--- src/rtl/seq_trig_pkg.sv ---
package seq_trig_pkg;
  localparam int unsigned NUM_STAGES = 4;
  localparam int unsigned STG_W      = $clog2(NUM_STAGES);
  localparam int unsigned LVL_W      = $clog2(NUM_STAGES);
  localparam int unsigned DELAY_W    = 16;
  localparam int unsigned CFG_W      = 32;
  localparam int unsigned ACT_BIT    = 24;

  typedef enum logic [1:0] {
    SEL_MASK  = 2'd0,
    SEL_VALUE = 2'd1,
    SEL_CFG   = 2'd2,
    SEL_NONE  = 2'd3
  } cfg_sel_e;

  typedef struct packed {
    logic               action;
    logic [LVL_W-1:0]   level;
    logic [DELAY_W-1:0] delay;
  } stage_cfg_t;
endpackage

--- src/rtl/seq_trig_stage.sv ---
module seq_trig_stage
  import seq_trig_pkg::*;
#(
  parameter int unsigned DATA_W = 8,
  parameter int unsigned IDX    = 0
) (
  input  logic              clk_i,
  input  logic              rst_ni,
  input  logic              cfg_we_i,
  input  logic [STG_W-1:0]  cfg_stage_i,
  input  logic [1:0]        cfg_sel_i,
  input  logic [CFG_W-1:0]  cfg_wdata_i,
  input  logic [DATA_W-1:0] sample_i,
  input  logic [LVL_W:0]    cur_lvl_i,
  output logic              hit_o,
  output stage_cfg_t        cfg_o
);
  logic [DATA_W-1:0] mask_q, value_q;
  stage_cfg_t        cfg_q;
  logic              wr_sel;

  assign wr_sel = cfg_we_i && (cfg_stage_i == STG_W'(IDX));

  always_ff @(posedge clk_i or negedge rst_ni) begin
    if (!rst_ni) begin
      mask_q  <= '0;
      value_q <= '0;
      cfg_q   <= '0;
    end else if (wr_sel) begin
      case (cfg_sel_e'(cfg_sel_i))
        SEL_MASK:  mask_q  <= cfg_wdata_i[DATA_W-1:0];
        SEL_VALUE: value_q <= cfg_wdata_i[DATA_W-1:0];
        SEL_CFG: begin
          cfg_q.delay  <= cfg_wdata_i[DELAY_W-1:0];
          cfg_q.level  <= cfg_wdata_i[DELAY_W +: LVL_W];
          cfg_q.action <= cfg_wdata_i[ACT_BIT];
        end
        default: ;
      endcase
    end
  end

  // masked compare, gated by level qualification
  assign hit_o = (((sample_i ^ value_q) & mask_q) == '0) &&
                 (cur_lvl_i == {1'b0, cfg_q.level});
  assign cfg_o = cfg_q;
endmodule

--- src/rtl/seq_trig_seq.sv ---
module seq_trig_seq
  import seq_trig_pkg::*;
(
  input  logic                            clk_i,
  input  logic                            rst_ni,
  input  logic                            arm_i,
  input  logic                            sample_en_i,
  input  logic [NUM_STAGES-1:0]           hit_i,
  input  stage_cfg_t [NUM_STAGES-1:0]     cfg_i,
  output logic [LVL_W:0]                  cur_lvl_o,
  output logic                            armed_o,
  output logic                            pend_o,
  output logic [DELAY_W-1:0]              cnt_o,
  output logic                            start_o
);
  logic [LVL_W:0]     lvl_q;
  logic               armed_q, pend_q, start_q;
  logic [DELAY_W-1:0] cnt_q;
  logic [STG_W-1:0]   pend_idx_q;

  logic               sel_hit;
  logic [STG_W-1:0]   sel_idx;
  logic               step, fire;
  logic [STG_W-1:0]   fire_idx;

  // lowest index wins
  always_comb begin
    sel_hit = 1'b0;
    sel_idx = '0;
    for (int i = NUM_STAGES - 1; i >= 0; i--) begin
      if (hit_i[i]) begin
        sel_hit = 1'b1;
        sel_idx = STG_W'(i);
      end
    end
  end

  assign step = sample_en_i && armed_q && !arm_i;

  always_comb begin
    if (pend_q) begin
      fire     = step && (cnt_q == DELAY_W'(1));
      fire_idx = pend_idx_q;
    end else begin
      fire     = step && sel_hit && (cfg_i[sel_idx].delay == '0);
      fire_idx = sel_idx;
    end
  end

  always_ff @(posedge clk_i or negedge rst_ni) begin
    if (!rst_ni) begin
      lvl_q      <= '0;
      armed_q    <= 1'b0;
      pend_q     <= 1'b0;
      cnt_q      <= '0;
      pend_idx_q <= '0;
      start_q    <= 1'b0;
    end else begin
      start_q <= 1'b0;
      if (arm_i) begin
        lvl_q   <= '0;
        armed_q <= 1'b1;
        pend_q  <= 1'b0;
        cnt_q   <= '0;
      end else if (fire) begin
        pend_q <= 1'b0;
        cnt_q  <= '0;
        lvl_q  <= lvl_q + 1'b1;
        if (cfg_i[fire_idx].action) begin
          start_q <= 1'b1;
          armed_q <= 1'b0;
        end
      end else if (step) begin
        if (pend_q) begin
          cnt_q <= cnt_q - 1'b1;
        end else if (sel_hit) begin
          pend_q     <= 1'b1;
          cnt_q      <= cfg_i[sel_idx].delay;
          pend_idx_q <= sel_idx;
        end
      end
    end
  end

  assign cur_lvl_o = lvl_q;
  assign armed_o   = armed_q;
  assign pend_o    = pend_q;
  assign cnt_o     = cnt_q;
  assign start_o   = start_q;
endmodule

--- src/rtl/seq_trigger.sv ---
module seq_trigger
  import seq_trig_pkg::*;
#(
  parameter int unsigned DATA_W = 8
) (
  input  logic              clk_i,
  input  logic              rst_ni,
  input  logic              arm_i,
  input  logic              sample_en_i,
  input  logic [DATA_W-1:0] sample_i,
  input  logic              cfg_we_i,
  input  logic [STG_W-1:0]  cfg_stage_i,
  input  logic [1:0]        cfg_sel_i,
  input  logic [CFG_W-1:0]  cfg_wdata_i,
  output logic              start_o
);
  logic [NUM_STAGES-1:0]       hit;
  stage_cfg_t [NUM_STAGES-1:0] stage_cfg;
  logic [LVL_W:0]              cur_lvl;
  logic                        armed, pend;
  logic [DELAY_W-1:0]          cnt;

  for (genvar g = 0; g < NUM_STAGES; g++) begin : g_stage
    seq_trig_stage #(
      .DATA_W (DATA_W),
      .IDX    (g)
    ) u_stage (
      .clk_i       (clk_i),
      .rst_ni      (rst_ni),
      .cfg_we_i    (cfg_we_i),
      .cfg_stage_i (cfg_stage_i),
      .cfg_sel_i   (cfg_sel_i),
      .cfg_wdata_i (cfg_wdata_i),
      .sample_i    (sample_i),
      .cur_lvl_i   (cur_lvl),
      .hit_o       (hit[g]),
      .cfg_o       (stage_cfg[g])
    );
  end

  seq_trig_seq u_seq (
    .clk_i       (clk_i),
    .rst_ni      (rst_ni),
    .arm_i       (arm_i),
    .sample_en_i (sample_en_i),
    .hit_i       (hit),
    .cfg_i       (stage_cfg),
    .cur_lvl_o   (cur_lvl),
    .armed_o     (armed),
    .pend_o      (pend),
    .cnt_o       (cnt),
    .start_o     (start_o)
  );
endmodule

--- config.mk ---
export PLATFORM = sky130hd
export DESIGN_NAME = seq_trigger
export DESIGN_NICKNAME = d
export VERILOG_FILES = /design/src/rtl/seq_trig_pkg.sv /design/src/rtl/seq_trig_stage.sv /design/src/rtl/seq_trig_seq.sv /design/src/rtl/seq_trigger.sv
export SDC_FILE = /design/constraint.sdc
export NUM_CORES = 1
export LEC_CHECK = 0
export ABC_CLOCK_PERIOD_IN_PS = 3500
export BUFFER_PORTS_ARGS = -buffer_cell sky130_fd_sc_hd__buf_2
export CAP_MARGIN = 20
export CORE_ASPECT_RATIO = 1.25
export CORE_MARGIN = 2
export CORE_UTILIZATION = 39
export DETAILED_ROUTE_END_ITERATION = 8
export SLEW_MARGIN = 15
export SYNTH_ARGS = -nofsm -noshare
export SYNTH_HDL_FRONTEND = slang
export SYNTH_SLANG_ARGS = --single-unit
--- constraint.sdc ---
create_clock -name clk_i -period 3.5 [get_ports clk_i]
set_input_delay 0 -clock clk_i [delete_from_list [all_inputs] [get_ports clk_i]]
set_output_delay 0 -clock clk_i [all_outputs]
set_load 0.05 [all_outputs]
=== After elaboration in Yosys (flattened, before gate mapping) ===
Index checks and enable logic that the tools add are counted.

* Register bits: 164
* Input bits: 49
* Logic and storage cells: 123
* Output and inout bits: 1

* Muxes and demuxes: 32
* $add $sub $neg: 2
* Bitwise gates (word level): 11
* Magnitude comparators: 2
* Reductions and logical operators: 40
* Equality and inequality tests: 10

{| class="wikitable"
|+ Operators with widths
! cell !! number
|-
| 16-bit 2-to-1 mux || 6
|-
| 19-bit binary-select mux with 2-bit select || 2
|-
| 8-bit AND || 4
|-
| 8-bit logical NOT || 4
|-
| 8-bit bitwise XOR || 4
|-
| 2-bit AND reduction || 14
|-
| 19-bit 2-to-1 mux || 1
|-
| 16-bit by 1-bit == test with 1-bit output, second input constant || 1
|-
| 16-bit logical NOT || 1
|-
| 1-bit 2-to-1 mux || 16
|-
| 16-bit by 1-bit subtractor with 16-bit output, second input constant || 1
|-
| 1-bit logical AND || 13
|-
| 3-bit by 2-bit == test with 1-bit output || 4
|-
| 2-bit 2-to-1 mux || 5
|-
| 2-bit == test, second input constant || 3
|-
| 2-bit by 3-bit less-than comparator with 1-bit output, second input constant || 2
|-
| 3-bit 2-to-1 mux || 2
|-
| 5-bit AND reduction || 1
|-
| 2-bit by 1-bit == test with 1-bit output, second input constant || 2
|-
| 2-bit logical NOT || 2
|-
| 2-bit nonzero test || 2
|-
| 4-bit nonzero test || 1
|-
| 3-bit by 1-bit adder with 3-bit output, second input constant || 1
|-
| 1-bit inverter || 3
|-
| 2 further kinds || 2
|}

=== Logic depth before layout (Yosys ltp) ===
Gate-level depths: netlist of the first run.

* Depth after elaboration: 15
* Depth in mapped cells: 14
* Gate-level depth less buffers: 10

=== By module ===
Synthesis of the first run repeated with hierarchy kept, for this count alone.

* Cells, all modules: 677
* Area, all modules: 8451.9 µm²

{| class="wikitable"
|+ Modules (own cells, without submodules)
! module !! times used !! area each (µm²) !! cells an instance !! sequential area each (µm²)
|-
| seq_trig_stage at g_stage[1].u_stage ... || 2 || 1529.0 || 93 || 875.8
|-
| seq_trig_seq || 1 || 2347.3 || 305 || 600.6
|-
| seq_trig_stage at g_stage[0].u_stage || 1 || 1527.7 || 93 || 875.8
|-
| seq_trig_stage at g_stage[3].u_stage || 1 || 1519.0 || 93 || 875.8
|}

=== Least setup slack after synthesis of the first run ===
No wires, ideal clock.

* Kind: reg2reg
* Start: register u_seq.cnt_q[6], in the netlist u_seq.cnt_o[6]
* End: register u_seq.cnt_q[15], in the netlist u_seq.cnt_o[15]
* Stages on the path, launching flop included: 9
* Library setup time: 130 ps
* Arrival time: 2849 ps
* Period minus slack after synthesis: 2979 ps
* Path buffers: 0
* Setup slack: 521 ps
* Required time: 3370 ps
* Path through: dfrtp_1 -> or4_4 -> or4_4 -> or3_4 -> or3_4 -> or3_1 -> a21o_1 -> a222oi_1 -> nor2b_1

* Cells in the longest elaborated chain, start to end: 5
* Elaborated cells on any way between the ends: 11
* Classes of those cells: 1 x add/sub; 1 x eq/ne; 5 x mux; 4 x reduce/logical

{| class="wikitable"
|+ RTL lines
! what !! RTL line !! source
|-
| from (decl) || seq_trig_seq.sv:18 || <nowiki>logic [DELAY_W-1:0] cnt_q;</nowiki>
|-
| from (signal assigned) || seq_trig_seq.sv:75 || <nowiki>cnt_q <= cnt_q - 1'b1;</nowiki>
|-
| from (signal assigned) || seq_trig_seq.sv:78 || <nowiki>cnt_q <= cfg_i[sel_idx].delay;</nowiki>
|-
| 16-bit by 1-bit subtractor with 16-bit output or 16-bit by 1-bit == test with 1-bit output (tied branches) || seq_trig_seq.sv:75, seq_trig_seq.sv:42 ||
|-
| 16-bit 2-to-1 mux or 1-bit logical AND (tied branches) || seq_trig_seq.sv:74, seq_trig_seq.sv:42 ||
|-
| 16-bit 2-to-1 mux or 1-bit 2-to-1 mux (tied branches) || seq_trig_seq.sv:73, seq_trig_seq.sv:41 ||
|-
| 16-bit 2-to-1 mux (tied with other cells) || seq_trig_seq.sv:65 || <nowiki>end else if (fire) begin</nowiki>
|-
| 16-bit 2-to-1 mux or 2-bit AND reduction (tied branches) || n/a ||
|}

Several ways; a longest one is shown, not always the timed one. The select of a mux whose other input is x is not followed.
A chain may end at the register's enable or synchronous reset.

=== Worst setup path after layout of the first run ===
* Start: register g_stage[2].u_stage.value_q[5]
* End: register u_seq.cnt_q[14], in the netlist u_seq.cnt_o[14]

* Cells in the longest elaborated chain, start to end: 14
* Elaborated cells on any way between the ends: 24
* Classes of those cells: 14 x mux; 2 x bitwise; 8 x reduce/logical

{| class="wikitable"
|+ RTL lines
! what !! RTL line !! source
|-
| from (decl) || seq_trig_stage.sv:18 || <nowiki>logic [DATA_W-1:0] mask_q, value_q;</nowiki>
|-
| from (signal assigned) || seq_trig_stage.sv:32 || <nowiki>SEL_VALUE: value_q <= cfg_wdata_i[DATA_W-1:0];</nowiki>
|-
| 8-bit bitwise XOR * || seq_trig_stage.sv:44 || <nowiki>assign hit_o = (((sample_i ^ value_q) & mask_q) == '0) &&</nowiki>
|-
| 8-bit AND * || seq_trig_stage.sv:44 ||
|-
| 8-bit logical NOT * || seq_trig_stage.sv:44 ||
|-
| 1-bit logical AND * || seq_trig_stage.sv:44 ||
|-
| 2-bit 2-to-1 mux (3 in a row) || seq_trig_seq.sv:31 || <nowiki>if (hit_i[i]) begin</nowiki>
|-
| 19-bit binary-select mux with 2-bit select || seq_trig_seq.sv:45, seq_trig_seq.sv:78 ||
|-
| 16-bit 2-to-1 mux (implied by the code) || seq_trig_seq.sv:45, seq_trig_seq.sv:78 ||
|-
| 16-bit logical NOT or 16-bit 2-to-1 mux (tied branches) || seq_trig_seq.sv:45, seq_trig_seq.sv:76 ||
|-
| 1-bit logical AND or 16-bit 2-to-1 mux (tied branches) || seq_trig_seq.sv:45, seq_trig_seq.sv:74 ||
|-
| 1-bit 2-to-1 mux or 16-bit 2-to-1 mux (tied branches) || seq_trig_seq.sv:41, seq_trig_seq.sv:73 ||
|-
| 4-bit nonzero test (no line) (tied with other cells) || n/a ||
|-
| 2-bit AND reduction (no line) or 16-bit 2-to-1 mux (tied branches) || n/a ||
|}

Mark *: on every way between the ends. The rest lies on a longest branch, timed or not. The select of a mux whose other input is x is not followed.

==> results.sh, run 1 <==
export IMPL_status="complete, no violations"
export IMPL_initial_core_util=0.400
export IMPL_cts_made_buffers=17
export IMPL_endpoint_kind="flip-flop"
export IMPL_required_ns=3.81
export IMPL_grt_pass1_wl_mm=31.9
export IMPL_swShare=0.331
export IMPL_io_buffers=36
export IMPL_wirelength_mm=19.5
export IMPL_setup_tns_ns=0
export IMPL_grt_total_usage=0.188
export IMPL_synth_main_ff_cell="dfrtp_1"
export IMPL_hold_depth=2
export IMPL_drtPass1Iterations=5
export IMPL_intPower_mw=4.40
export IMPL_nNetsFinal=783
export IMPL_whs_endpoint="g_stage[0].u_stage.mask_q[1]"
export IMPL_grt_setup_unrepaired="false"
export IMPL_setup_viol=0
export IMPL_clockRootBuffer="clkbuf_16"
export IMPL_synth_fp_nets=722
export IMPL_mostFrequentLayoutCell="dfrtp_1"
export IMPL_hold_viol=0
export IMPL_mostFrequentLayoutCells="dfrtp_1, mux2_2, xor2_1"
export IMPL_relSlewSlack=0.258
export IMPL_drv_slew=0
export IMPL_arrival_ns=3.60
export IMPL_grt_max_degree=109
export IMPL_post_route_min_period_ns=3.29
export IMPL_fmax_ghz=0.304
export IMPL_die_w_um=133
export IMPL_cpMaxStageDelayCell="nor4_4"
export IMPL_combPwrFrac=0.323
export IMPL_p_clk_frac=0.283
export IMPL_antenna_left=0
export IMPL_insertion_delay_ns=0.43
export IMPL_die_area_mm2=0.0219
export IMPL_ir_drop_mv=0.359
export IMPL_drtIter0Drc=277
export IMPL_p_per_area_mw_per_mm2=696
export IMPL_die_h_um=165
export IMPL_ys_ff_latch=164
export IMPL_min_from="cfg_wdata_i[1]"
export IMPL_yosysWarningCount=0
export IMPL_netSwitchingPower_mw=2.17
export IMPL_grt_pass1_vias=6147
export IMPL_grt_util_met3=0.0387
export IMPL_cts_tree="yes"
export IMPL_antennaDiodeCount=0
export IMPL_p_leak_nw=4.13
export IMPL_post_route_period_util=0.939
export IMPL_final_util=0.466
export IMPL_crit_chain="xor2_1 -> a22oi_1 -> nand4_1 -> or2_4 -> buf_4 -> o22ai_1 -> o22ai_1 -> nor4_4 -> a311oi_2 -> buf_4 -> and4_1"
export IMPL_floorplan_rows=58
export IMPL_syn_avg_cell_area_um2=12.1
export IMPL_seqPwrFrac=0.394
export IMPL_area_growth_pct=16.7
export IMPL_dpl_hpwl_mm=13.9
export IMPL_viasPerCell=5.55
export IMPL_grt_overflow_total=0
export IMPL_regToRegSetupSlack_ns=0.21
export IMPL_synth_edf_count=0
export IMPL_max_cap_violations=0
export IMPL_num_vias=5632
export IMPL_cts_clk_slew_worst_paths_ns=0.07
export IMPL_async_reset_ff_frac=1.00
export IMPL_cts_buffer_depth=2
export IMPL_drive_gt1_frac=0.358
export IMPL_use_met2=0.334
export IMPL_cts_max_level=4
export IMPL_cts_sinks=164
export IMPL_yosysSeqAreaShare=0.507
export IMPL_avgRoutedWirePerCell_um=19.2
export IMPL_critPathLaunchType="flip-flop"
export IMPL_worstMarginPinSlew_ns=1.11
export IMPL_grtUsageMet1=0.217
export IMPL_antenna_found_initial=0
export IMPL_grt_busiest_layer="met2"
export IMPL_design_portCount=50
export IMPL_slowest_delay_ns=0.44
export IMPL_synth_cell_type_count=64
export IMPL_skew_ns=0.0108
export IMPL_drc_errors=0
export IMPL_reg2reg_from="g_stage[2].u_stage.value_q[5]"
export IMPL_synth_cells=670
export IMPL_synth_area_mm2=0.00809
export IMPL_r2r_end="u_seq.cnt_o[14]"
export IMPL_coreArea_mm2=0.0202
export IMPL_crit_fanout=17
export IMPL_ff2ff_path_depth=11
export IMPL_crit_type="reg -> reg"
export IMPL_gp_congestion=0.835
export IMPL_hp_class="in -> reg"
## timing repair
item | CTS | global route
setup buffers | 0 | 1
resized for setup | 0 | 3
endpoints found under the setup margin | 0 | 23
hold buffers | 14 | 0
endpoints found under the hold margin | 156 | 0
## power by group through the flow
stage	Combinational, mW	Clock [mW]	Sequential [mW]
floorplan	1.48	0	2.54
global placement	2.04	0	2.60
detailed placement	2.09	0	2.62
CTS	2.11	1.90	2.59
global route	2.33	1.97	2.64
finish	2.12	1.86	2.59
## synth_stat cells (all sizes together), types with 3 or more instances
cell | instances | area [µm²]
dfrtp | 164 | 4100
mux2 | 143 | 1610
xor2 | 40 | 350
clkbuf | 26 | 98.8
nand2 | 25 | 93.8
nor2 | 25 | 93.8
o21ai | 22 | 110
a21oi | 18 | 90.1
a22oi | 17 | 128
or3 | 16 | 115
nor3 | 15 | 80.1
o22a | 14 | 123
nand3b | 13 | 97.6
nor2b | 11 | 68.8
buf | 10 | 53.8
nand3 | 9 | 45.0
o221ai | 9 | 78.8
nand2b | 8 | 50.1
and2 | 7 | 43.8
inv | 7 | 26.3
o2bb2ai | 6 | 52.6
a222oi | 5 | 50.1
o22ai | 5 | 31.3
a221oi | 4 | 47.6
nand4 | 4 | 25.0
or2 | 4 | 25.0
a21o | 3 | 23.8
ha | 3 | 37.5
mux2i | 3 | 30.0
## stage by stage
stage	instances	area, µm²	power [mW]	hold WS, ns	setup slack, ns
floorplan	670	8090	4.02	-0.296	0.521
global placement	967	8680	4.64	0.194	0.173
detailed placement	967	8680	4.71	0.207	0.0621
CTS	1013	9410	6.60	0.0185	0.0634
global route	1014	9440	6.95	0.0322	0.0394
finish	1014	9440	6.57	0.0214	0.213
## worst max-delay path by stage
stage / start / endpoint / slack (ns)
after CTS: g_stage[2].u_stage.value_q[5] / u_seq.cur_lvl_o[0] / 0.06
after global placement: u_seq.cur_lvl_o[1] / u_seq.cnt_o[14] / 0.17
final: g_stage[2].u_stage.value_q[5] / u_seq.cnt_o[14] / 0.21
after global routing: u_seq.cur_lvl_o[1] / u_seq.cnt_o[11] / 0.04
after floorplan: u_seq.cnt_o[6] / u_seq.cnt_o[15] / 0.52
after detailed placement: g_stage[2].u_stage.value_q[5] / u_seq.cur_lvl_o[0] / 0.06
## critical path, delay by kind of cell (launching register included)
family | cells | cell delay, ns
AND/OR/NAND/NOR | 4 | 1.29
flip-flops | 1 | 0.39
AO/OA/AOI/OAI | 4 | 0.92
buffers and inverters | 2 | 0.42
XOR/XNOR | 1 | 0.14
## sequential cells by signal, summed over array words and instances, names as in the netlist, 2 cells and up
register	count
g_stage.u_stage.cfg_o	76
g_stage.u_stage.mask_q	32
u_seq.cur_lvl_o	3
u_seq.cnt_o	16
g_stage.u_stage.value_q	32
u_seq.pend_idx_q	2
## kinds of logic (layout without fill, tap and decap cells)
| family | Yosys count | count (layout) | share of synthesized area |
|---|---|---|---|
| flops | 164 | 164 | 0.507 |
| simple gates | 148 | 148 | 0.104 |
| mux | 146 | 146 | 0.203 |
| compound gates | 125 | 125 | 0.115 |
| buf+inv | 44 | 118 | 0.0226 |
| xor+xnor | 40 | 40 | 0.0433 |
| fa+ha+maj | 3 | 3 | 0.00464 |
## metal layers
metal	vias up	wire length (µm)
li1	2595	-
met1	2879	8200
met2	116	9960
met3	42	613
met4	0	705
met5	-	0
## cell type report
cell class                      instances  area (µm²)
Sequential cell                       164        4100
Tap cell                              270         338
Clock buffer                           19         443
Clock inverter                         13         148
Multi-Input combinational cell        462        3830
Inverter                                8        30.0
Timing Repair Buffer                   78         549
Fill cell                            1825       10800
(Power assumes the default switching activity.)
==> run 2: changes to the inputs <==
--- a/config.mk
+++ b/config.mk
@@ -5,6 +5,7 @@
 export SDC_FILE = /design/constraint.sdc
 export NUM_CORES = 1
 export LEC_CHECK = 0
+export ABC_AREA = 1
 export ABC_CLOCK_PERIOD_IN_PS = 3500
 export BUFFER_PORTS_ARGS = -buffer_cell sky130_fd_sc_hd__buf_2
 export CAP_MARGIN = 20
==> run 2 against run 1 <==
- maximum frequency increased by 6.9%
- power rose by 5.5%
- via count rose by 19%
- sequential share of layout area grew 0.41 points
- combinational power rose by 15%
- core utilization decreased by 1.4 points
- synthesized area increased by 0.80%
- clock power up 6%
- setup slack improved by 0.21 ns
- flip-flop and latch count stayed put
- clock skew increased by 0.0021 ns
- hold slack improved by 0.023 ns
- critical path type unchanged
- largest power group unchanged
==> results.sh, run 2 <==
export IMPL_syn_avg_cell_area_um2=7.87
export IMPL_swShare=0.379
export IMPL_combPwrFrac=0.350
export IMPL_cts_made_buffers=17
export IMPL_drc_errors=0
export IMPL_grt_total_usage=0.190
export IMPL_ff2ff_path_depth=19
export IMPL_io_buffers=36
export IMPL_intPower_mw=4.30
export IMPL_relSlewSlack=0.414
export IMPL_design_portCount=50
export IMPL_hp_class="in -> reg"
export IMPL_status="complete, no violations"
export IMPL_max_cap_violations=0
export IMPL_fin_area_mm2=0.00935
export IMPL_antenna_found_initial=0
export IMPL_hold_ws_ns=0.0445
export IMPL_floorplan_rows=59
export IMPL_p_per_area_mw_per_mm2=741
export IMPL_cts_max_level=4
export IMPL_drtPass1Iterations=5
export IMPL_reg2reg_from="u_seq.cur_lvl_o[0]"
export IMPL_insertion_delay_ns=0.44
export IMPL_cts_setup_buffers=0
export IMPL_slowest_delay_ns=0.49
export IMPL_crit_top_cell="nand2_1"
export IMPL_arrival_ns=3.39
export IMPL_yosysMostFrequentCell="nand2_1"
export IMPL_mostFrequentLayoutCell="nand2_1"
export IMPL_p_leak_nw=4.64
export IMPL_num_vias=6715
export IMPL_endpoint_kind="flip-flop"
export IMPL_worstMarginPinSlew_ns=0.880
export IMPL_skew_ns=0.0129
export IMPL_avgRoutedWirePerCell_um=14.6
export IMPL_required_ns=3.81
export IMPL_synth_top_area_share=0.503
export IMPL_netSwitchingPower_mw=2.63
export IMPL_top_layer_used="met4"
export IMPL_hold_viol=0
export IMPL_min_from="cfg_wdata_i[7]"
export IMPL_crit_chain="inv_2 -> nand2_1 -> nand2_1 -> nor2_1 -> nand3_1 -> o21ai_2 -> nand2_1 -> nor2_4 -> nand3_1 -> nand2_1 -> nand2_1 -> nor2_1 -> nand2_1 -> nor2_1 -> nand2_1 -> nand2_2 -> nand2_2 -> nand2_4 -> nor2_1"
export IMPL_cpMaxStageDelayCell="dfrtp_1"
export IMPL_coreArea_mm2=0.0207
export IMPL_grt_setup_unrepaired="false"
export IMPL_synth_fp_nets=1088
export IMPL_nNetsFinal=1123
export IMPL_cts_buffer_depth=2
export IMPL_drive_gt1_frac=0.102
export IMPL_wirelength_met1_mm=8.99
export IMPL_area_growth_pct=14.7
export IMPL_critPathLaunchType="flip-flop"
export IMPL_cts_tree="yes"
export IMPL_die_h_um=166
export IMPL_grt_pass1_wl_mm=33.2
export IMPL_regToRegSetupSlack_ns=0.42
export IMPL_async_reset_ff_frac=1.00
export IMPL_antennaDiodeCount=0
export IMPL_setup_viol=0
export IMPL_initial_core_util=0.394
export IMPL_grt_max_degree=93
export IMPL_ir_drop_mv=0.384
export IMPL_fmax_ghz=0.325
export IMPL_yosysSeqAreaShare=0.503
export IMPL_seqPwrFrac=0.365
export IMPL_yosysTopAreaCell="dfrtp_1"
export IMPL_setup_tns_ns=0
export IMPL_final_util=0.452
export IMPL_synthTopCellsByCount="nand2_1, o21ai_0, dfrtp_1"
export IMPL_clockRootBuffer="clkbuf_16"
export IMPL_ys_ff_latch=164
export IMPL_crit_type="reg -> reg"
export IMPL_drv_slew=0
export IMPL_crit_start="u_seq.cur_lvl_o[0]"
export IMPL_viasPerCell=4.94
export IMPL_synth_edf_count=0
export IMPL_grt_pass1_vias=6563
export IMPL_fin_cells=1358
export IMPL_p_clk_frac=0.285
export IMPL_postPlaceCellArea_mm2=0.00860
export IMPL_crit_fanout=17
export IMPL_die_w_um=133
export IMPL_post_route_period_util=0.879
export IMPL_gp_congestion=0.810
export IMPL_mostFrequentLayoutCells="nand2_1, o21ai_0, dfrtp_1"
export IMPL_cts_clk_slew_worst_paths_ns=0.07
export IMPL_synth_area_mm2=0.00815
export IMPL_synth_main_ff_cell="dfrtp_1"
export IMPL_wirelength_mm=19.8
export IMPL_drtIter0Drc=385
export IMPL_post_route_min_period_ns=3.08
export IMPL_antenna_left=0
export IMPL_hold_depth=3
export IMPL_synthTopCellsByArea="dfrtp_1, nand2_1, o21ai_0"
export IMPL_die_area_mm2=0.0221
export IMPL_dp_cells=1313
export IMPL_met3RoutedLength_um=639
export IMPL_synth_cell_type_count=44
export IMPL_dpl_hpwl_mm=13.2
export IMPL_synth_cells=1036
export IMPL_cts_sinks=164
export IMPL_yosysWarningCount=0
export IMPL_largest_reg_flops=76
export IMPL_dr_wl_met2_mm=9.90
export IMPL_grt_overflow_total=0
[run 2: cell types whose count changed in the layout (fill, tap and decap cells not counted), sizes merged, moves of 27 or more]
| cell | before | now |
|---|---|---|
| nand3 | 9 | 104 |
| nor2 | 25 | 71 |
| mux2 | 143 | 0 |
| o21ai | 22 | 169 |
| inv | 11 | 81 |
| xor2 | 40 | 13 |
| nand2 | 25 | 319 |
[run 2: cell families after synthesis]
group	count (synthesis)	share of synthesized area
DFF	164	0.503
adders and majority gates	3	0.00460
AOI/OAI and AO/OA	193	0.123
buffers and inverters	127	0.0649
muxes	11	0.0135
xor gates and xnor gates	15	0.0161
and+or+nand+nor	523	0.275
[run 2: timing repair]
action / 4_1_cts / 5_1_grt
hold endpoints to repair: 136 / 0
resized for setup: 0 / 0
hold buffers: 13 / 0
[run 2: critical path: cells and delay by family (launching register included)]
family	cells	cell delay, ns
simple gates	17	2.16
flops	1	0.49
compound gates	1	0.19
buf+inv	1	0.10
[run 2: final timing paths]
check,endpoint
max,u_seq.cnt_o[7]
min,g_stage[1].u_stage.cfg_o[7]
max reg2reg,u_seq.cnt_o[7]
min reg2reg,g_stage[1].u_stage.mask_q[0]
max in group asynchronous,g_stage[0].u_stage.value_q[6]
min in group asynchronous,u_seq.start_o
[run 2: cell type report]
| type | instances | area [µm²] |
|---|---|---|
| fill | 2094 | 11300 |
| sequential | 164 | 4100 |
| multi-input combinational | 745 | 3520 |
| timing repair buffer | 68 | 484 |
| clock buffer | 17 | 425 |
| tap | 274 | 343 |
| inverter | 75 | 282 |
| clock inverter | 15 | 191 |
[run 2: metrics by stage]
stage	setup WS, ns	power, mW
CTS	0.402	6.98
finish	0.424	6.93
detailed placement	0.427	4.98
global route	0.126	7.46
global placement	0.467	4.95
floorplan	1.07	4.32
[run 2: layer usage]
metal | track usage | vias to the layer above
met3 | 0.0364 | 21
met5 | 0 | -
met2 | 0.327 | 107
li1 | - | 3438
met4 | 0.0550 | 0
met1 | 0.243 | 3149
[run 2: power by group through the flow]
stage	clock network [mW]	registers (mW)	logic, mW
global placement	0	2.55	2.40
CTS	2.01	2.53	2.45
floorplan	0	2.50	1.81
detailed placement	0	2.56	2.42
global route	2.09	2.58	2.79
finish	1.97	2.53	2.43
